`config.mk`:
```
export PLATFORM = sky130hd
export DESIGN_NAME = txlink_csr
export DESIGN_NICKNAME = d
export VERILOG_FILES = /design/src/rtl/txlink_csr_pkg.sv /design/src/rtl/txlink_axil_port.sv /design/src/rtl/txlink_irq_unit.sv /design/src/rtl/txlink_cfg_bank.sv /design/src/rtl/txlink_csr.sv
export SDC_FILE = /design/constraint.sdc
export NUM_CORES = 1
export LEC_CHECK = 0
export BUFFER_PORTS_ARGS = -buffer_cell sky130_fd_sc_hd__buf_2
export CORE_MARGIN = 2
export CORE_UTILIZATION = 33
export DETAILED_ROUTE_END_ITERATION = 8
export SYNTH_ARGS = -nofsm -noshare
export SYNTH_HDL_FRONTEND = slang
export SYNTH_HIERARCHICAL = 1
export SYNTH_SLANG_ARGS = --single-unit
```
`constraint.sdc`:
```
create_clock -name clk -period 2.4 [get_ports clk]
set_input_delay 0 -clock clk [delete_from_list [all_inputs] [get_ports clk]]
set_output_delay 0 -clock clk [all_outputs]
set_load 0.1 [all_outputs]
```
`src/rtl/txlink_csr_pkg.sv`:
```
package txlink_csr_pkg;

    localparam logic [31:0] IDENT_WORD = 32'h3230_3454;

    localparam int FR_W = 8;
    localparam int MF_W = 10;
    localparam int MODE_W = 3;

    localparam int ADR_VERSION  = 'h000;
    localparam int ADR_INST     = 'h004;
    localparam int ADR_SCRATCH  = 'h008;
    localparam int ADR_IDENT    = 'h00C;
    localparam int ADR_IRQ_EN   = 'h080;
    localparam int ADR_IRQ_PEND = 'h084;
    localparam int ADR_IRQ_SRC  = 'h088;
    localparam int ADR_LINK_OFF = 'h0C0;
    localparam int ADR_LINK_STS = 'h0C4;
    localparam int ADR_LANES    = 'h200;
    localparam int ADR_FRAME    = 'h210;
    localparam int ADR_PROC     = 'h214;
    localparam int ADR_MODE     = 'h240;
    localparam int ADR_MSYNC    = 'h248;
    localparam int ADR_ILAS     = 'h250;
    localparam int ADR_STATE    = 'h280;

    typedef enum logic { WR_IDLE, WR_RESP } wr_state_t;
    typedef enum logic { RD_IDLE, RD_DATA } rd_state_t;

    function automatic logic [31:0] strb_mask(input logic [3:0] s);
        logic [31:0] m;
        for (int b = 0; b < 4; b++) m[b*8 +: 8] = {8{s[b]}};
        return m;
    endfunction

    function automatic logic [31:0] merge(input logic [31:0] old_v,
                                          input logic [31:0] new_v,
                                          input logic [31:0] m);
        return (old_v & ~m) | (new_v & m);
    endfunction

endpackage

```
`src/rtl/txlink_axil_port.sv`:
```
module txlink_axil_port
    import txlink_csr_pkg::*;
#(
    parameter int ADDR_W = 12,
    localparam int WORD_W = ADDR_W - 2
) (
    input  logic              clk,
    input  logic              rst_n,
    input  logic              awvalid,
    output logic              awready,
    input  logic [ADDR_W-1:0] awaddr,
    input  logic              wvalid,
    output logic              wready,
    input  logic [31:0]       wdata,
    input  logic [3:0]        wstrb,
    output logic              bvalid,
    input  logic              bready,
    input  logic              arvalid,
    output logic              arready,
    input  logic [ADDR_W-1:0] araddr,
    output logic              rvalid,
    input  logic              rready,
    output logic [31:0]       rdata,
    output logic              wr_fire,
    output logic [WORD_W-1:0] wr_word,
    output logic [31:0]       wr_data,
    output logic [31:0]       wr_mask,
    output logic [WORD_W-1:0] rd_word,
    input  logic [31:0]       rd_data
);

    wr_state_t wr_q, wr_d;
    rd_state_t rd_q, rd_d;
    logic      rd_fire;
    logic [31:0] rdata_q;
    logic      unused_lsbs;

    assign unused_lsbs = ^{awaddr[1:0], araddr[1:0]};

    // state registers
    always_ff @(posedge clk) begin
        if (!rst_n) begin
            wr_q <= WR_IDLE;
            rd_q <= RD_IDLE;
        end else begin
            wr_q <= wr_d;
            rd_q <= rd_d;
        end
    end

    // transitions
    always_comb begin
        wr_d = wr_q;
        unique case (wr_q)
            WR_IDLE: if (awvalid && wvalid) wr_d = WR_RESP;
            WR_RESP: if (bready)            wr_d = WR_IDLE;
        endcase
        rd_d = rd_q;
        unique case (rd_q)
            RD_IDLE: if (arvalid) rd_d = RD_DATA;
            RD_DATA: if (rready)  rd_d = RD_IDLE;
        endcase
    end

    // outputs
    always_comb begin
        wr_fire = 1'b0;
        bvalid  = 1'b0;
        unique case (wr_q)
            WR_IDLE: wr_fire = awvalid && wvalid;
            WR_RESP: bvalid  = 1'b1;
        endcase
        arready = 1'b0;
        rvalid  = 1'b0;
        unique case (rd_q)
            RD_IDLE: arready = 1'b1;
            RD_DATA: rvalid  = 1'b1;
        endcase
    end

    assign awready = wr_fire;
    assign wready  = wr_fire;
    assign rd_fire = arvalid && arready;
    assign wr_word = awaddr[ADDR_W-1:2];
    assign wr_data = wdata;
    assign wr_mask = strb_mask(wstrb);
    assign rd_word = araddr[ADDR_W-1:2];

    always_ff @(posedge clk) begin
        if (!rst_n)       rdata_q <= '0;
        else if (rd_fire) rdata_q <= rd_data;
    end

    assign rdata = rdata_q;

endmodule

```
`src/rtl/txlink_irq_unit.sv`:
```
module txlink_irq_unit #(
    parameter int NUM_IRQ = 5
) (
    input  logic               clk,
    input  logic               rst_n,
    input  logic [NUM_IRQ-1:0] evt,
    input  logic               en_we,
    input  logic [NUM_IRQ-1:0] en_wdata,
    input  logic [NUM_IRQ-1:0] en_wmask,
    input  logic [NUM_IRQ-1:0] clr,
    output logic [NUM_IRQ-1:0] src,
    output logic [NUM_IRQ-1:0] en,
    output logic [NUM_IRQ-1:0] pending,
    output logic               irq
);

    for (genvar i = 0; i < NUM_IRQ; i++) begin : g_bit
        // an arriving event outranks a clear in the same cycle
        always_ff @(posedge clk) begin
            if (!rst_n)      src[i] <= 1'b0;
            else if (evt[i]) src[i] <= 1'b1;
            else if (clr[i]) src[i] <= 1'b0;
        end
        always_ff @(posedge clk) begin
            if (!rst_n)                    en[i] <= 1'b0;
            else if (en_we && en_wmask[i]) en[i] <= en_wdata[i];
        end
        assign pending[i] = src[i] & en[i];
    end

    assign irq = |pending;

endmodule

```
`src/rtl/txlink_cfg_bank.sv`:
```
module txlink_cfg_bank
    import txlink_csr_pkg::*;
#(
    parameter int ADDR_W = 12,
    parameter int NUM_LANES = 4,
    localparam int WORD_W = ADDR_W - 2
) (
    input  logic                 clk,
    input  logic                 rst_n,
    input  logic                 wr_fire,
    input  logic [WORD_W-1:0]    wr_word,
    input  logic [31:0]          wr_data,
    input  logic [31:0]          wr_mask,
    input  logic                 ext_reset,
    output logic                 link_en,
    output logic                 link_off_q,
    output logic [31:0]          scratch_q,
    output logic                 sync_pulse,
    output logic [NUM_LANES-1:0] lanes_off,
    output logic [FR_W-1:0]      frame_oct,
    output logic [MF_W-1:0]      mf_oct,
    output logic                 scr_off,
    output logic                 repl_off,
    output logic [MODE_W-1:0]    mode,
    output logic [31:0]          ilas_word
);

    localparam logic [WORD_W-1:0] W_SCRATCH  = WORD_W'(ADR_SCRATCH / 4);
    localparam logic [WORD_W-1:0] W_LINK_OFF = WORD_W'(ADR_LINK_OFF / 4);
    localparam logic [WORD_W-1:0] W_LANES    = WORD_W'(ADR_LANES / 4);
    localparam logic [WORD_W-1:0] W_FRAME    = WORD_W'(ADR_FRAME / 4);
    localparam logic [WORD_W-1:0] W_PROC     = WORD_W'(ADR_PROC / 4);
    localparam logic [WORD_W-1:0] W_MODE     = WORD_W'(ADR_MODE / 4);
    localparam logic [WORD_W-1:0] W_MSYNC    = WORD_W'(ADR_MSYNC / 4);
    localparam logic [WORD_W-1:0] W_ILAS     = WORD_W'(ADR_ILAS / 4);
    localparam logic [MF_W-1:0]   MF_RESET   = MF_W'(31);

    logic cfg_we;

    assign link_en = !link_off_q && !ext_reset;
    assign cfg_we  = wr_fire && !link_en;

    always_ff @(posedge clk) begin
        if (!rst_n) begin
            scratch_q  <= '0;
            link_off_q <= 1'b1;
            sync_pulse <= 1'b0;
        end else begin
            sync_pulse <= wr_fire && (wr_word == W_MSYNC) && wr_data[0]
                          && wr_mask[0] && link_en;
            if (wr_fire && wr_word == W_SCRATCH)
                scratch_q <= merge(scratch_q, wr_data, wr_mask);
            if (wr_fire && wr_word == W_LINK_OFF && wr_mask[0])
                link_off_q <= wr_data[0];
        end
    end

    // locked configuration: writable only while the link is off
    always_ff @(posedge clk) begin
        if (!rst_n) begin
            lanes_off <= '0;
            frame_oct <= '0;
            mf_oct    <= MF_RESET;
            scr_off   <= 1'b0;
            repl_off  <= 1'b0;
            mode      <= '0;
            ilas_word <= '0;
        end else if (cfg_we) begin
            if (wr_word == W_LANES)
                lanes_off <= NUM_LANES'(merge(32'(lanes_off), wr_data, wr_mask));
            if (wr_word == W_FRAME) begin
                frame_oct <= FR_W'(merge(32'(frame_oct), wr_data, wr_mask));
                mf_oct    <= MF_W'(merge({6'd0, mf_oct, 16'd0}, wr_data, wr_mask) >> 16);
            end
            if (wr_word == W_PROC && wr_mask[0]) begin
                scr_off  <= wr_data[0];
                repl_off <= wr_data[1];
            end
            if (wr_word == W_MODE && wr_mask[0])
                mode <= wr_data[MODE_W-1:0];
            if (wr_word == W_ILAS)
                ilas_word <= merge(ilas_word, wr_data, wr_mask);
        end
    end

endmodule

```
`src/rtl/txlink_csr.sv`:
```
module txlink_csr
    import txlink_csr_pkg::*;
#(
    parameter int          ADDR_W    = 12,
    parameter int          NUM_LANES = 4,
    parameter int          NUM_IRQ   = 5,
    parameter logic [31:0] VERSION   = 32'h0001_0200,
    parameter logic [31:0] INST_ID   = 32'h0
) (
    input  logic                 clk,
    input  logic                 rst_n,
    input  logic                 awvalid,
    output logic                 awready,
    input  logic [ADDR_W-1:0]    awaddr,
    input  logic                 wvalid,
    output logic                 wready,
    input  logic [31:0]          wdata,
    input  logic [3:0]           wstrb,
    output logic                 bvalid,
    input  logic                 bready,
    output logic [1:0]           bresp,
    input  logic                 arvalid,
    output logic                 arready,
    input  logic [ADDR_W-1:0]    araddr,
    output logic                 rvalid,
    input  logic                 rready,
    output logic [31:0]          rdata,
    output logic [1:0]           rresp,
    input  logic [NUM_IRQ-1:0]   irq_evt,
    input  logic                 ext_reset,
    input  logic                 link_init,
    input  logic [1:0]           link_state,
    output logic                 link_en,
    output logic                 sync_pulse,
    output logic                 irq,
    output logic [NUM_LANES-1:0] cfg_lanes_off,
    output logic [7:0]           cfg_frame_oct,
    output logic [9:0]           cfg_mf_oct,
    output logic                 cfg_scr_off,
    output logic                 cfg_repl_off,
    output logic [2:0]           cfg_mode,
    output logic [31:0]          cfg_ilas_word
);

    localparam int WORD_W = ADDR_W - 2;

    logic              wr_fire;
    logic [WORD_W-1:0] wr_word, rd_word;
    logic [31:0]       wr_data, wr_mask, rd_data;
    logic              link_off_q;
    logic [31:0]       scratch_q;
    logic [NUM_IRQ-1:0] irq_src, irq_en_q, irq_pend, irq_clr;
    logic              en_we;

    assign bresp = 2'b00;
    assign rresp = 2'b00;

    txlink_axil_port #(.ADDR_W(ADDR_W)) i_port (
        .clk(clk), .rst_n(rst_n),
        .awvalid(awvalid), .awready(awready), .awaddr(awaddr),
        .wvalid(wvalid), .wready(wready), .wdata(wdata), .wstrb(wstrb),
        .bvalid(bvalid), .bready(bready),
        .arvalid(arvalid), .arready(arready), .araddr(araddr),
        .rvalid(rvalid), .rready(rready), .rdata(rdata),
        .wr_fire(wr_fire), .wr_word(wr_word), .wr_data(wr_data),
        .wr_mask(wr_mask), .rd_word(rd_word), .rd_data(rd_data)
    );

    txlink_cfg_bank #(.ADDR_W(ADDR_W), .NUM_LANES(NUM_LANES)) i_cfg (
        .clk(clk), .rst_n(rst_n),
        .wr_fire(wr_fire), .wr_word(wr_word), .wr_data(wr_data),
        .wr_mask(wr_mask), .ext_reset(ext_reset),
        .link_en(link_en), .link_off_q(link_off_q), .scratch_q(scratch_q),
        .sync_pulse(sync_pulse), .lanes_off(cfg_lanes_off),
        .frame_oct(cfg_frame_oct), .mf_oct(cfg_mf_oct),
        .scr_off(cfg_scr_off), .repl_off(cfg_repl_off),
        .mode(cfg_mode), .ilas_word(cfg_ilas_word)
    );

    assign en_we   = wr_fire && (wr_word == WORD_W'(ADR_IRQ_EN / 4));
    assign irq_clr = (wr_fire && (wr_word == WORD_W'(ADR_IRQ_SRC / 4) ||
                                  wr_word == WORD_W'(ADR_IRQ_PEND / 4)))
                     ? (wr_data[NUM_IRQ-1:0] & wr_mask[NUM_IRQ-1:0]) : '0;

    txlink_irq_unit #(.NUM_IRQ(NUM_IRQ)) i_irq (
        .clk(clk), .rst_n(rst_n), .evt(irq_evt),
        .en_we(en_we), .en_wdata(wr_data[NUM_IRQ-1:0]),
        .en_wmask(wr_mask[NUM_IRQ-1:0]), .clr(irq_clr),
        .src(irq_src), .en(irq_en_q), .pending(irq_pend), .irq(irq)
    );

    // read mux
    always_comb begin
        rd_data = '0;
        case (rd_word)
            WORD_W'(ADR_VERSION / 4):  rd_data = VERSION;
            WORD_W'(ADR_INST / 4):     rd_data = INST_ID;
            WORD_W'(ADR_SCRATCH / 4):  rd_data = scratch_q;
            WORD_W'(ADR_IDENT / 4):    rd_data = IDENT_WORD;
            WORD_W'(ADR_IRQ_EN / 4):   rd_data = 32'(irq_en_q);
            WORD_W'(ADR_IRQ_PEND / 4): rd_data = 32'(irq_pend);
            WORD_W'(ADR_IRQ_SRC / 4):  rd_data = 32'(irq_src);
            WORD_W'(ADR_LINK_OFF / 4): rd_data = {31'd0, link_off_q};
            WORD_W'(ADR_LINK_STS / 4): rd_data = {30'd0, ext_reset, !link_en || link_init};
            WORD_W'(ADR_LANES / 4):    rd_data = 32'(cfg_lanes_off);
            WORD_W'(ADR_FRAME / 4):    rd_data = {6'd0, cfg_mf_oct, 8'd0, cfg_frame_oct};
            WORD_W'(ADR_PROC / 4):     rd_data = {30'd0, cfg_repl_off, cfg_scr_off};
            WORD_W'(ADR_MODE / 4):     rd_data = {29'd0, cfg_mode};
            WORD_W'(ADR_ILAS / 4):     rd_data = cfg_ilas_word;
            WORD_W'(ADR_STATE / 4):    rd_data = {30'd0, link_state};
            default:                   rd_data = '0;
        endcase
    end

endmodule

```
# After elaboration in Yosys (flattened, before gate mapping)
# Index checks and enable logic that the tools add are counted.
# W data, S select, Z words.
totals:
  regBits: 137
  output_inout_bits: 103
  input_bits: 76
op_classes:
  reduce_logical: 33
  bitwise: 20
  n_eq_ne: 24
  n_mux: 22
ops:
  columns: ["op", "count"]
  rows:
  - ["$pmux W32 S14", 1]
  - ["$eq A10 B8 Y1 const B", 12]
  - ["$and A32 B32 Y32", 3]
  - ["$eq A10 B6 Y1 const B", 9]
  - ["$or A32 B32 Y32", 2]
  - ["$not A32 Y32", 1]
  - ["$eq A10 B2 Y1 const B", 3]
  - ["$and A26 B26 Y26", 1]
  - ["$or A26 B26 Y26", 1]
  - ["$mux W1", 18]
  - ["$logic_and A1 B1 Y1", 16]
  - ["$logic_not A10 Y1", 1]
  - ["$reduce_and A2 Y1", 5]
  - ["$reduce_bool A2 Y1", 5]
  - ["$and A8 B8 Y8", 1]
  - ["$or A8 B8 Y8", 1]
  - ["$and A1 B1 Y1", 5]
  - ["$and A5 B5 Y5", 1]
  - ["$mux W5", 1]
  - ["$reduce_or A5 Y1", 1]
  - ["$and A4 B4 Y4", 1]
  - ["$or A4 B4 Y4", 1]
  - ["$pmux W1 S2", 2]
  - ["$logic_not A1 Y1", 3]
  - ["other kinds (2)", 4]

# Longest topological paths before layout
# Gate-level depths: netlist (run 1).
logic_depth:
  word_depth: 6
  mapped_depth: 10
  depth_no_buf: 9

# Cells and area by module
# Netlist (run 1), hierarchy kept.
by_module_without_submodules:
  columns: ["mod", "seq_area_each_um2", "cells_each", "instances", "area_per_inst_um2"]
  rows:
  - ["txlink_cfg_bank", 1861.8, 423, 1, 3991.3]
  - ["txlink_axil_port", 680.7, 236, 1, 2053.2]
  - ["txlink_csr", 0.0, 152, 1, 1122.3]
  - ["txlink_irq_unit", 200.2, 43, 1, 432.9]

# Worst setup path after synthesis (run 1)
# No wires, ideal clock.
synth_path:
  path_type: "reg-to-reg"
  start: "reg i_port.wr_q"
  end: "reg with a tool-made name"
  setup_slack_ns: -1.025
  path_stages_with_launch: 8
  required_time_ns: 2.275
  synth_period_minus_slack_ns: 3.425
  n_path_buf: 3
  setup_time_ns: 0.125
  arrival_ns: 3.300
  path_cell_list: "dfxtp_1 -> nor2_1 -> buf_4 -> buf_2 -> clkbuf_1 -> nand2_1 -> o211ai_1 -> o31ai_1"
synth_rtl:
  columns: ["element", "line_no", "rtl"]
  rows:
  - ["start: declaration", "txlink_axil_port.sv:32", "wr_state_t wr_q, wr_d;"]
  - ["start signal: assignment", "txlink_axil_port.sv:46", "wr_q <= wr_d;"]

# Worst setup path in the final report (run 1)
layout_path:
  start: "in awaddr[4]"
  end: "reg i_cfg.sync_pulse"
layout_via:
  elab_chain_cells: 5
layout_rtl:
  columns: ["element", "line_no", "rtl"]
  rows:
  - ["start: declaration", "txlink_csr.sv:14", "input logic [ADDR_W-1:0] awaddr,"]
  - ["$eq A10 B8 Y1", "txlink_cfg_bank.sv:49", "sync_pulse <= wr_fire && (wr_word == W_MSYNC) && wr_data[0]"]
  - ["$logic_and A1 B1 Y1 (2 in a row)", "txlink_cfg_bank.sv:49", null]
  - ["$logic_and A1 B1 Y1 (2 in a row)", "txlink_cfg_bank.sv:50", "&& wr_mask[0] && link_en;"]
  - ["end signal: assignment", "txlink_cfg_bank.sv:49", null]
  - ["end: declaration", "txlink_cfg_bank.sv:18", "output logic sync_pulse,"]
# Every way passes these cells.
# A chain may end at the register's enable or synchronous reset.

==> results_tabular.tex, run 1 <==
\begin{tabular}{lr}
\hline
Metric & Value \\
\hline
\multicolumn{2}{l}{\textbf{Finish}} \\
\quad Share of final-layout standard cells stronger than drive strength 1 & about a quarter \\
\quad Antenna fix cells & 0 \\
\quad Flip-flop and latch area & 2744 um\^{}2 \\
\quad Number of filler cells placed in the layout & 2281 \\
\quad Final standard cell utilization of the core & between 40\% and 50\% \\
\quad Area grow syn2layout & 20.37\% \\
\quad Commonest non-fill, non-tap cells in the layout & buf\_2, nand2\_1, dfxtp\_1 \\
\quad Most frequent standard cell in the layout excluding fill and tap cells & buf\_2 \\
\quad Final nets & about 1100 \\
\quad Area occupied by multi-input gates & 3786 um\^{}2 \\
\multicolumn{2}{l}{\textbf{Global routing}} \\
\quad Number of antenna violations at the first check in global routing & 0 \\
\quad Pin count of the biggest net entering global routing & 100 \\
\quad First-pass GRT wire length & about 35000 um \\
\quad Global-route usage over all layers & a little under a fifth \\
\quad Via count of the first global-routing pass & between 6000 and 7000 \\
\quad Remaining global-route overflow & 0 \\
\multicolumn{2}{l}{\textbf{Synthesis}} \\
\quad Ranking of synthesized cells by area & dfxtp\_1, buf\_4, mux2i\_1 \\
\quad Mux share of post-synthesis cell area & about a tenth \\
\quad Area share of fa/ha/maj cells after synthesis & 0\% \\
\quad Mapped Cells & between 800 and 900 \\
\quad Average size of a mapped cell & between 8 and 9 um\^{}2 \\
\quad Count of state elements after synthesis & around 140 \\
\quad Main combinational cell family by area after synthesis & compound AO/OA/AOI/OAI gates \\
\quad Share of the synthesized netlist area taken by xor and xnor gates & less than 1\% \\
\quad Fraction of synthesized cell area taken by the top area cell type & a little over a third \\
\quad Ys async rst share & 0\% \\
\quad Yosys synthesis warning count & 6 \\
\quad Post-synth EDFFs & 0 \\
\quad Sequential area share after synthesis & approximately 36\% \\
\quad Cell area after synthesis & roughly 7600 um\^{}2 \\
\quad Post-synthesis cell type count & between 60 and 70 \\
\quad Synth Area in Simple Gates & between 10\% and 20\% \\
\quad Compound-gate portion of the synthesized area & about a fifth \\
\quad Largest area contributor in the netlist & dfxtp\_1 \\
\quad Most used DFF post-synth & dfxtp\_1 \\
\multicolumn{2}{l}{\textbf{STA}} \\
\quad Clock period minus final worst setup slack & about 2.2 ns \\
\quad Tightest slew margin relative to the limit & between 50\% and 60\% \\
\quad \# setup viols final & 0 \\
\quad Skew final & between 0.01 and 0.015 ns \\
\quad Worst-case hold slack & $\sim$0.028 ns \\
\quad Final slew viol count & 0 \\
\quad Worst-Margin Slew & slightly below 0.7 ns \\
\quad Fmax & 460.9 MHz \\
\quad Crit share post-route & about 90\% \\
\quad RSZ-0062 raised after global routing & false \\
\quad Fin worst setup slack & 0.2302 ns \\
\quad Sum of negative setup slack & 0 ns \\
\quad Final hold viol count & 0 \\
\multicolumn{2}{l}{\textbf{Setup path}} \\
\quad Endpoint class of the critical path & flip-flop \\
\quad Slack of the worst reg-to-reg path & $\sim$0.26 ns \\
\quad Cell depth of the worst flop-to-flop path & 7 \\
\quad Startpoint of the worst register-to-register path & i\_port/wr\_q \\
\quad Max FO, Critical Path & 5 \\
\quad Reg-to-reg critical path endpoint & i\_irq/src[0] \\
\quad Data arrival time of the worst path & roughly 2.5 ns \\
\quad Startpoint Class & input pin \\
\quad Data required time at the worst endpoint & 2.76 ns \\
\quad Worst setup path class & input pin to flip-flop \\
\multicolumn{2}{l}{\textbf{Drt}} \\
\quad Total number of vias & 6676 \\
\quad Number of design rule violations left after detail routing & 0 \\
\quad Via-per-instance ratio & 5.244 \\
\quad Wire length per cell after detailed routing & between 15 and 20 um \\
\quad Total length of routed wires & $\sim$23000 um \\
\quad Remaining antenna violation count after routing & 0 \\
\quad First DRT Iteration DRCs & between 400 and 500 \\
\quad First-pass DRT Iterations & 5 \\
\multicolumn{2}{l}{\textbf{Pwr}} \\
\quad Switching Share & 27.53\% \\
\quad Combinational cell fraction of total power & under 10\% \\
\quad Power per standard cell area & approximately 590 nW/um\^{}2 \\
\quad Total internal power & 0.003938 W \\
\quad VDD IR-drop max & between 400 and 500 uV \\
\quad Sequential Power Share & 42.2\% \\
\quad Net switching component of the power & roughly 0.0015 W \\
\quad Leakage power summed over all cells & approximately 3.9 nW \\
\quad Proportion of power drawn by the clock network & $\sim$48\% \\
\multicolumn{2}{l}{\textbf{Clock network}} \\
\quad TritonCTS buffer count & 17 \\
\quad Buffer levels on the longest clock path & 2 \\
\quad Total of cells resized after clock tree synthesis & 0 \\
\quad Maximum level of the CTS H-tree & 4 \\
\quad Number of sinks driven by the clock tree & between 100 and 150 \\
\quad Clock tree root buffer cell & clkbuf\_16 \\
\quad Register clock-pin slew on the reported worst setup and hold paths & 0.07 ns \\
\quad Post-CTS repair timing setup buffer count & 0 \\
\quad CTS tree & yes \\
\quad CTS hold repair buffers & 54 \\
\quad Clock latency on the worst-skew pair & 0.43 ns \\
\multicolumn{2}{l}{\textbf{Placement}} \\
\quad Half-perimeter wire length after placement & $\sim$16000 um \\
\quad Port buffer count & 170 \\
\quad Weighted congestion reported at the end of routability-driven placement & between 0.8 and 0.9 \\
\quad Place WS & 0.4971 ns \\
\multicolumn{2}{l}{\textbf{Floorplan}} \\
\quad Floorplan die area & $\sim$24000 um\^{}2 \\
\quad Initial cell density of the core & 33.57\% \\
\quad Core region area & $\sim$23000 um\^{}2 \\
\quad Vert. Die Dim & between 150 and 200 um \\
\quad Number of placement rows & 55 \\
\quad Ports & 179 \\
\quad Die width & $\sim$160 um \\
\multicolumn{2}{l}{\textbf{Worst hold path}} \\
\quad HP Start & wstrb[2] \\
\quad Depth of the worst hold-timing path & 3 \\
\quad Path class of the lowest-slack min-delay path & input pin to flip-flop \\
\multicolumn{2}{l}{\textbf{Job}} \\
\quad Number of maximum-capacitance violations & 0 \\
\multicolumn{2}{l}{\textbf{Status}} \\
\quad Status & completed \\
\hline
\end{tabular}
==> per-layer routing <==
layer	track usage (%)	share of wire [%]	up-vias
met2	29.44	45	201
met4	5.505	1.6	0
met3	4.444	5.9	24
met1	25.60	48	3174
li1	-	-	3277
met5	0	0	-
==> final cells by class <==
| cell class | count | share of cell area (%) |
|---|---|---|
| Multi-Input combinational cell | 562 | 41.39 |
| Clock inverter | 15 | 1.710 |
| Sequential cell | 137 | 30.00 |
| Timing Repair Buffer | 246 | 17.90 |
| Clock buffer | 17 | 4.651 |
| Tap cell | 285 | 3.898 |
| Inverter | 11 | 0.4514 |
==> worst max-delay path by stage <==
stage | from | endpoint | cells after the start
after floorplan | i_cfg/link_off_q | i_port/rdata[0] | 10
after global placement | araddr[11] | i_port/rdata[2] | 8
after detailed placement | araddr[11] | i_port/rdata[2] | 8
after CTS | i_port/wr_q | i_irq/src[3] | 7
after global routing | awaddr[4] | i_cfg/sync_pulse | 7
final | awaddr[4] | i_cfg/sync_pulse | 7
==> metrics by stage <==
stage                     total power, W  cells  instance area (um^2)
after floorplan                 0.002755    857                  7620
after CTS                       0.005495   1273                  9148
after detailed placement        0.002797   1187                  8025
after global placement          0.002795   1187                  8025
final                           0.005434   1273                  9148
after global routing            0.005618   1273                  9148
==> power by group through the flow <==
| stage | Combinational [W] | Sequential, W | Clock [W] |
|---|---|---|---|
| after detailed placement | 0.000453 | 0.00234 | 0 |
| after global placement | 0.000451 | 0.00234 | 0 |
| after global routing | 0.000554 | 0.00229 | 0.00277 |
| after floorplan | 0.000399 | 0.00236 | 0 |
| final | 0.000519 | 0.00229 | 0.00262 |
| after CTS | 0.000517 | 0.00229 | 0.00269 |
==> synth_stat cells, types with 5 or more instances <==
master    number
a21boi_0       5
a222oi_1       8
a22o_1        11
and2_1         7
and3_1        12
buf_2         16
buf_4         96
buf_6          7
clkbuf_1      22
dfxtp_1      137
inv_1         11
mux2i_1       70
nand2_1      164
nand3_1       20
nand4_1        6
nor2_1        14
nor2b_1       19
nor3_1         6
nor4_1         5
o211ai_1      65
o211ai_2       5
o21a_1        11
o31ai_1       66
==> worst max-delay path, stage by stage <==
cell	delay, ns
dlygate4sd3_1	0.54
buf_2	0.15
nor4b_2	0.38
dlygate4sd3_1	0.62
nand4_1	0.10
nor3_1	0.17
dlygate4sd3_1	0.58
==> cell families (layout without fill, tap and decap cells) <==
logic type      Yosys count  after routing
flops                   137            137
other cells               1              4
buf+inv                 158            289
mux                      72             72
xor+xnor                  1              1
compound gates          195            195
simple gates            290            290
No activity file was read; power rests on OpenSTA's default activity.
==> run 2: changes to the inputs <==
- ABC_AREA: not set -> 1
==> run 2 against run 1 <==
Combinational power increased by 64%; non-clock buffer count decreased by 8; first-iteration DRC count grew 8.0%; synthesized cell count grew 55%; flip-flop and latch count unchanged; power grew 9.6%; synthesized area up 12%; sequential power up 2%; via count grew 23%; clock power grew 5%; largest power group unchanged; highest routed layer unchanged.
==> results_tabular.tex, run 2 <==
\begin{tabular}{lr}
\hline
Metric & Value \\
\hline
\multicolumn{2}{l}{\textbf{STA}} \\
\quad RSZ-0062 raised after global routing & false (unchanged) \\
\quad Final slew viol count & 0 (unchanged) \\
\quad \# setup viols final & 0 (unchanged) \\
\quad Crit share post-route & 79.40\% (was 90.41\%) \\
\quad Skew final & 0.006756 ns (was 0.01150 ns) \\
\quad Tightest slew margin relative to the limit & 44.04\% (was 54.13\%) \\
\quad Fmax & 524.8 MHz (was 460.9 MHz) \\
\quad Worst-Margin Slew & 0.8373 ns (was 0.6866 ns) \\
\quad Fin worst setup slack & 0.4945 ns (was 0.2302 ns) \\
\quad Sum of negative setup slack & 0 ns (unchanged) \\
\quad Clock period minus final worst setup slack & 1.906 ns (was 2.170 ns) \\
\quad Final hold viol count & 0 (unchanged) \\
\multicolumn{2}{l}{\textbf{Synthesis}} \\
\quad Fraction of synthesized cell area taken by the top area cell type & 32.35\% (was 36.09\%) \\
\quad Ranking of synthesized cells by area & dfxtp\_1, nand2\_1, nor2\_1 (was dfxtp\_1, buf\_4, mux2i\_1) \\
\quad Count of state elements after synthesis & 137 (unchanged) \\
\quad Average size of a mapped cell & 6.393 um\^{}2 (was 8.899 um\^{}2) \\
\quad Sequential area share after synthesis & 32.35\% (was 36.09\%) \\
\quad Ys async rst share & 0\% (unchanged) \\
\quad Most frequently used cell type in the post-synthesis netlist & nand2\_1 (unchanged) \\
\quad Mapped Cells & 1326 (was 854) \\
\quad Cell area after synthesis & 8477 um\^{}2 (was 7600 um\^{}2) \\
\quad Largest area contributor in the netlist & dfxtp\_1 (unchanged) \\
\quad Post-synthesis cell type count & 33 (was 63) \\
\quad Yosys synthesis warning count & 6 (unchanged) \\
\quad Synth top cells by count & nand2\_1, nor2\_1, inv\_1 (was nand2\_1, dfxtp\_1, buf\_4) \\
\quad Most used DFF post-synth & dfxtp\_1 (unchanged) \\
\quad Post-synth EDFFs & 0 (unchanged) \\
\multicolumn{2}{l}{\textbf{Clock network}} \\
\quad Maximum level of the CTS H-tree & 4 (unchanged) \\
\quad Number of sinks driven by the clock tree & 137 (unchanged) \\
\quad CTS tree & yes (unchanged) \\
\quad TritonCTS buffer count & 17 (unchanged) \\
\quad Clock tree root buffer cell & clkbuf\_16 (unchanged) \\
\quad Buffer levels on the longest clock path & 2 (unchanged) \\
\quad Register clock-pin slew on the reported worst setup and hold paths & 0.06 ns (was 0.07 ns) \\
\quad Clock latency on the worst-skew pair & 0.42 ns (was 0.43 ns) \\
\multicolumn{2}{l}{\textbf{Global routing}} \\
\quad First-pass GRT wire length & 39840 um (was 35360 um) \\
\quad Global-route usage over all layers & 18.97\% (was 18.74\%) \\
\quad Pin count of the biggest net entering global routing & 74 (was 100) \\
\quad Busiest layer in global routing & met2 (unchanged) \\
\quad Met2 track utilization from global routing & 31.19\% (was 29.44\%) \\
\quad Via count of the first global-routing pass & 7667 (was 6270) \\
\quad Met1 GRT Util & 24.80\% (was 25.60\%) \\
\quad GR met3 Demand/Resource & 3.535\% (was 4.444\%) \\
\quad Remaining global-route overflow & 0 (unchanged) \\
\quad Number of antenna violations at the first check in global routing & 2 (was 0) \\
\multicolumn{2}{l}{\textbf{Setup path}} \\
\quad Cell depth of the worst flop-to-flop path & 10 (was 7) \\
\quad Data required time at the worst endpoint & 2.74 ns (was 2.76 ns) \\
\quad Endpoint class of the critical path & flip-flop (unchanged) \\
\quad Max FO, Critical Path & 4 (was 5) \\
\quad Startpoint of the most critical setup path & awaddr[7] (was awaddr[4]) \\
\quad Slack of the worst reg-to-reg path & 0.53 ns (was 0.26 ns) \\
\quad Startpoint Class & input pin (unchanged) \\
\quad Data arrival time of the worst path & 2.24 ns (was 2.53 ns) \\
\quad Capturing element of the worst setup path & i\_cfg/sync\_pulse (unchanged) \\
\quad Startpoint of the worst register-to-register path & i\_port/wr\_q (unchanged) \\
\quad Worst setup path class & input pin to flip-flop (unchanged) \\
\multicolumn{2}{l}{\textbf{Status}} \\
\quad Status & completed (unchanged) \\
\multicolumn{2}{l}{\textbf{Pwr}} \\
\quad Leakage power summed over all cells & 4.881 nW (was 3.866 nW) \\
\quad VDD IR-drop max & 457.2 uV (was 414.4 uV) \\
\quad Power per standard cell area & 597.0 nW/um\^{}2 (was 594.1 nW/um\^{}2) \\
\multicolumn{2}{l}{\textbf{Placement}} \\
\quad Port buffer count & 170 (unchanged) \\
\quad Half-perimeter wire length after placement & 17440 um (was 15990 um) \\
\quad Place WS & 0.5768 ns (was 0.4971 ns) \\
\quad Weighted congestion reported at the end of routability-driven placement & 0.8579 (was 0.8746) \\
\multicolumn{2}{l}{\textbf{Floorplan}} \\
\quad Die width & 164.3 um (was 155.8 um) \\
\quad Vert. Die Dim & 164.3 um (was 155.8 um) \\
\quad Core region area & 25180 um\^{}2 (was 22640 um\^{}2) \\
\quad Floorplan die area & 26990 um\^{}2 (was 24260 um\^{}2) \\
\quad Ports & 179 (unchanged) \\
\quad Initial cell density of the core & 33.66\% (was 33.57\%) \\
\quad Number of placement rows & 58 (was 55) \\
\multicolumn{2}{l}{\textbf{Drt}} \\
\quad Total length of routed wires & 25300 um (was 23050 um) \\
\quad First-pass DRT Iterations & 4 (was 5) \\
\quad Total number of vias & 8186 (was 6676) \\
\quad First DRT Iteration DRCs & 500 (was 463) \\
\quad Via-per-instance ratio & 4.571 (was 5.244) \\
\quad Remaining antenna violation count after routing & 0 (unchanged) \\
\quad Wire length per cell after detailed routing & 14.13 um (was 18.10 um) \\
\quad Number of design rule violations left after detail routing & 0 (unchanged) \\
\multicolumn{2}{l}{\textbf{Worst hold path}} \\
\quad Path class of the lowest-slack min-delay path & input pin to flip-flop (unchanged) \\
\multicolumn{2}{l}{\textbf{Finish}} \\
\quad Share of final-layout standard cells stronger than drive strength 1 & 20.49\% (was 25.40\%) \\
\quad Area grow syn2layout & 17.68\% (was 20.37\%) \\
\quad Commonest non-fill, non-tap cells in the layout & nand2\_1, nor2\_1, inv\_1 (was buf\_2, nand2\_1, dfxtp\_1) \\
\quad Final nets & 1522 (was 1051) \\
\quad Most frequent standard cell in the layout excluding fill and tap cells & nand2\_1 (was buf\_2) \\
\multicolumn{2}{l}{\textbf{Job}} \\
\quad Number of maximum-capacitance violations & 0 (unchanged) \\
\hline
\end{tabular}
-- run 2: cell types whose count changed in the layout (fill, tap and decap cells not counted), sizes merged, moves of 66 or more --
cell    previous run  this run
nor2              15       277
inv               19       201
nand2            164       321
nand3             20       171
mux2i             70         0
o211ai            70         1
o31ai             66         0
-- run 2: worst min-delay path by stage --
stage,from,to,slack (ns),cells past startpoint
4_1_cts,awaddr[6],i_cfg/link_off_q,0.04,5
3_3_place_gp,irq_evt[1],i_irq/src[1],0.21,3
2_1_floorplan,irq_evt[0],i_irq/src[0],0.12,2
5_1_grt,awaddr[6],i_cfg/link_off_q,0.1,5
3_5_place_dp,irq_evt[1],i_irq/src[1],0.22,3
6_report,awaddr[11],i_cfg/scr_off,0.06,7
-- run 2: per-layer routing --
layer	part of all wire, %	up-vias
li1	-	4193
met1	47	3726
met2	45	227
met3	4.9	40
met4	2.4	0
met5	0	-
-- run 2: critical path, stage by stage --
cell and delay (ns):
dlygate4sd3_1 0.53, buf_2 0.15, nor2_2 0.18, dlygate4sd3_1 0.59, nand3_1 0.07, dlygate4sd3_1 0.58, nor3_1 0.14
-- run 2: cell families (layout without fill, tap and decap cells) --
| kind of cell | after synthesis | after routing | share of synthesized area [%] |
|---|---|---|---|
| other | 1 | 6 | 0.04424 |
| XOR/XNOR | 1 | 1 | 0.1033 |
| flip-flops | 137 | 137 | 32.35 |
| AND/OR/NAND/NOR | 788 | 788 | 42.17 |
| AO/OA/AOI/OAI | 60 | 60 | 3.985 |
| buffers and inverters | 339 | 469 | 21.34 |
-- run 2: timing repair --
| item | 4_1_cts | 5_1_grt |
|---|---|---|
| hold buffers | 46 | 0 |
| hold endpoints to repair | 105 | 0 |
| gates resized for setup | 0 | 0 |
| setup buffers | 0 | 0 |
-- run 2: power breakdown --
part | switching (W) | leakage [nW] | internal (W)
Clock | 0.00109 | 0.283 | 0.00167
Combinational | 0.000647 | 3.49 | 0.000206
Sequential | 0.0000253 | 1.11 | 0.00232
-- run 2: final cells by class --
class	instances	area [um^2]
fill	2725	15210
tap	330	412.9
sequential	137	2744
clock buffer	19	442.9
inverter	199	750.7
clock inverter	13	167.7
multi-input combinational	853	3936
timing repair buffer	238	1516
antenna	2	5.005
-- run 2: through the flow --
| stage | instances | total power [W] | util, % | hold WS [ns] | instance area [um^2] |
|---|---|---|---|---|---|
| 2_1_floorplan | 1329 | 0.003109 | - | 0.1174 | 8493 |
| 3_3_place_gp | 1711 | 0.003188 | 35.34 | 0.2134 | 8900 |
| 3_5_place_dp | 1711 | 0.003192 | 35.34 | 0.2162 | 8900 |
| 5_1_grt | 1790 | 0.006191 | 39.61 | 0.09869 | 9973 |
| 6_report | 1791 | 0.005955 | 39.62 | 0.05929 | 9976 |
| 4_1_cts | 1789 | 0.006021 | 39.60 | 0.03663 | 9971 |
==> run 3: changes to the inputs <==
- clock period: 2.4 -> 1.86 ns (I/O delays scaled with it)
==> run 3 against run 2 <==
Final cell count unchanged; clock power increased by 28%; critical path type is now flip-flop to output port; largest cell class unchanged; power increased by 29%; first-iteration DRC count increased by 9.4%.
==> results_tabular.tex, run 3 (synthesis gave the netlist of run 2 again) <==
\begin{tabular}{lr}
\hline
Metric & Value \\
\hline
\multicolumn{2}{l}{\textbf{Placement}} \\
\quad Placed cell count & 1713 (was 1711) \\
\quad Weighted congestion reported at the end of routability-driven placement & 0.8209 (was 0.8579) \\
\quad Port buffer count & 170 (unchanged) \\
\quad Half-perimeter wire length after placement & 17880 um (was 17440 um) \\
\multicolumn{2}{l}{\textbf{Drt}} \\
\quad Total length of routed wires & 25500 um (was 25300 um) \\
\quad Via-per-instance ratio & 4.585 (was 4.571) \\
\quad First DRT Iteration DRCs & 547 (was 500) \\
\quad Remaining antenna violation count after routing & 0 (unchanged) \\
\quad Number of design rule violations left after detail routing & 0 (unchanged) \\
\quad First-pass DRT Iterations & 5 (was 4) \\
\quad Total number of vias & 8212 (was 8186) \\
\quad Wire length per cell after detailed routing & 14.24 um (was 14.13 um) \\
\multicolumn{2}{l}{\textbf{Finish}} \\
\quad Final nets & 1524 (was 1522) \\
\quad Antenna fix cells & 0 (was 2) \\
\quad Area grow syn2layout & 19.76\% (was 17.68\%) \\
\quad Most frequent standard cell in the layout excluding fill and tap cells & nand2\_1 (unchanged) \\
\quad Share of final-layout standard cells stronger than drive strength 1 & 21.63\% (was 20.49\%) \\
\quad Commonest non-fill, non-tap cells in the layout & nand2\_1, nor2\_1, inv\_1 (unchanged) \\
\quad Layout Cells excl Fill & 1791 (unchanged) \\
\multicolumn{2}{l}{\textbf{Global routing}} \\
\quad First-pass GRT wire length & 40060 um (was 39840 um) \\
\quad Global-route usage over all layers & 19.04\% (was 18.97\%) \\
\quad Pin count of the biggest net entering global routing & 38 (was 74) \\
\quad Number of antenna violations at the first check in global routing & 0 (was 2) \\
\quad Met1 GRT Util & 24.93\% (was 24.80\%) \\
\quad Met2 track utilization from global routing & 31.15\% (was 31.19\%) \\
\quad Via count of the first global-routing pass & 7731 (was 7667) \\
\quad Remaining global-route overflow & 0 (unchanged) \\
\quad GR met3 Demand/Resource & 3.939\% (was 3.535\%) \\
\quad Busiest layer in global routing & met2 (unchanged) \\
\multicolumn{2}{l}{\textbf{Setup path}} \\
\quad Endpoint class of the critical path & output port (was flip-flop) \\
\quad Data required time at the worst endpoint & 1.86 ns (was 2.74 ns) \\
\quad Slack of the worst reg-to-reg path & 0.18 ns (was 0.53 ns) \\
\quad Startpoint of the worst register-to-register path & i\_port/wr\_q (unchanged) \\
\quad Data arrival time of the worst path & 1.77 ns (was 2.24 ns) \\
\quad Max FO, Critical Path & 18 (was 4) \\
\quad Startpoint Class & flip-flop (was input pin) \\
\quad Worst setup path class & flip-flop to output port (was input pin to flip-flop) \\
\quad Startpoint of the most critical setup path & i\_port/rd\_q (was awaddr[7]) \\
\multicolumn{2}{l}{\textbf{STA}} \\
\quad Crit share post-route & between 90\% and 100\% \\
\quad \# setup viols final & 0 (unchanged) \\
\quad Fmax & around 560 MHz \\
\quad Skew final & 0.01471 ns (was 0.006756 ns) \\
\quad Final hold viol count & 0 (unchanged) \\
\quad Final slew viol count & 0 (unchanged) \\
\quad RSZ-0062 raised after global routing & false (unchanged) \\
\quad Tightest slew margin relative to the limit & 55.70\% (was 44.04\%) \\
\quad Clock period minus final worst setup slack & between 1.5 and 2 ns \\
\quad Worst-Margin Slew & 0.6646 ns (was 0.8373 ns) \\
\multicolumn{2}{l}{\textbf{Status}} \\
\quad Status & completed (unchanged) \\
\multicolumn{2}{l}{\textbf{Clock network}} \\
\quad Maximum level of the CTS H-tree & 4 (unchanged) \\
\quad Clock tree root buffer cell & clkbuf\_16 (unchanged) \\
\quad Register clock-pin slew on the reported worst setup and hold paths & 0.07 ns (was 0.06 ns) \\
\quad Post-CTS repair timing setup buffer count & 0 (unchanged) \\
\quad Clock latency on the worst-skew pair & 0.43 ns (was 0.42 ns) \\
\quad TritonCTS buffer count & 17 (unchanged) \\
\quad Buffer levels on the longest clock path & 2 (unchanged) \\
\quad CTS tree & yes (unchanged) \\
\quad Number of sinks driven by the clock tree & 137 (unchanged) \\
\multicolumn{2}{l}{\textbf{Floorplan}} \\
\quad Die width & 164.3 um (unchanged) \\
\quad Vert. Die Dim & 164.3 um (unchanged) \\
\quad Number of placement rows & 58 (unchanged) \\
\quad Ports & 179 (unchanged) \\
\quad Floorplan die area & 26990 um\^{}2 (unchanged) \\
\quad Initial cell density of the core & 33.66\% (unchanged) \\
\quad Core region area & 25180 um\^{}2 (unchanged) \\
\multicolumn{2}{l}{\textbf{Pwr}} \\
\quad Power per standard cell area & 756.9 nW/um\^{}2 (was 597.0 nW/um\^{}2) \\
\quad Total power draw & 0.007684 W (was 0.005955 W) \\
\quad VDD IR-drop max & 434.0 uV (was 457.2 uV) \\
\quad Leakage power summed over all cells & 4.945 nW (was 4.881 nW) \\
\multicolumn{2}{l}{\textbf{Job}} \\
\quad Number of maximum-capacitance violations & 0 (unchanged) \\
\multicolumn{2}{l}{\textbf{Worst hold path}} \\
\quad Path class of the lowest-slack min-delay path & input pin to flip-flop (unchanged) \\
\quad HP Start & rst\_n (was awaddr[11]) \\
\hline
\end{tabular}
==> run 3: cell types whose count changed in the layout (fill, tap and decap cells not counted), sizes merged <==
cell,previous run,this run
diode,2,0
clkinvlp,6,2
clkbuf,19,20
clkinv,2,7
buf,192,194
inv,201,199
==> run 3: critical path, stage by stage (launching register included) <==
cell	delay [ns]
dfxtp_1	0.37
inv_2	0.33
buf_12	0.21
buf_2	0.44
==> run 3: layout make-up <==
class / count / area (um^2)
well taps: 330 / 412.9
clock buffers: 20 / 446.7
repair buffers: 240 / 1632
multi-input cells: 853 / 4013
clock inverters: 12 / 148.9
fillers: 2696 / 15030
flip-flops and latches: 137 / 2746
inverters: 199 / 753.2
==> run 3: worst paths after layout <==
kind | to | depth (start not counted)
setup reg to reg | flip-flop | 10
hold reg to reg | i_port/rdata[13] | 2
setup / recovery | arready | 3
hold / removal | flip-flop | 3
==> run 3: power by group <==
group | total [W] | switching, W | leakage (nW) | internal [W]
clock | 0.00353 | 0.00139 | 0.294 | 0.00214
combinational | 0.00113 | 0.000844 | 3.54 | 0.000282
sequential | 0.00302 | 0.0000328 | 1.11 | 0.00299
==> run 3: per-layer routing <==
layer	share of wire (%)	vias up
met5	0	-
met4	1.9	0
met3	6.2	30
met2	46	229
met1	46	3754
li1	-	4199
==> run 3: what timing repair did <==
action                    4_1_cts  5_1_grt
resized for setup               0        0
hold endpoints to repair      100        0
hold buffers                   46        0
==> run 3: per-stage QoR <==
step / utilization [%] / hold slack (ns) / setup TNS (ns) / worst slack [ns] / cell area, um^2
final: 40.32 / 0.02322 / 0 / 0.08750 / 10150
after global routing: 40.32 / 0.04349 / 0 / 0.005632 / 10150
after CTS: 40.32 / 0.02103 / 0 / 0.06063 / 10150
after detailed placement: 36.12 / 0.2207 / 0 / 0.1629 / 9096
after global placement: 36.12 / 0.2215 / 0 / 0.2161 / 9096
after floorplan: - / 0.1174 / -16.30 / -0.2238 / 8588
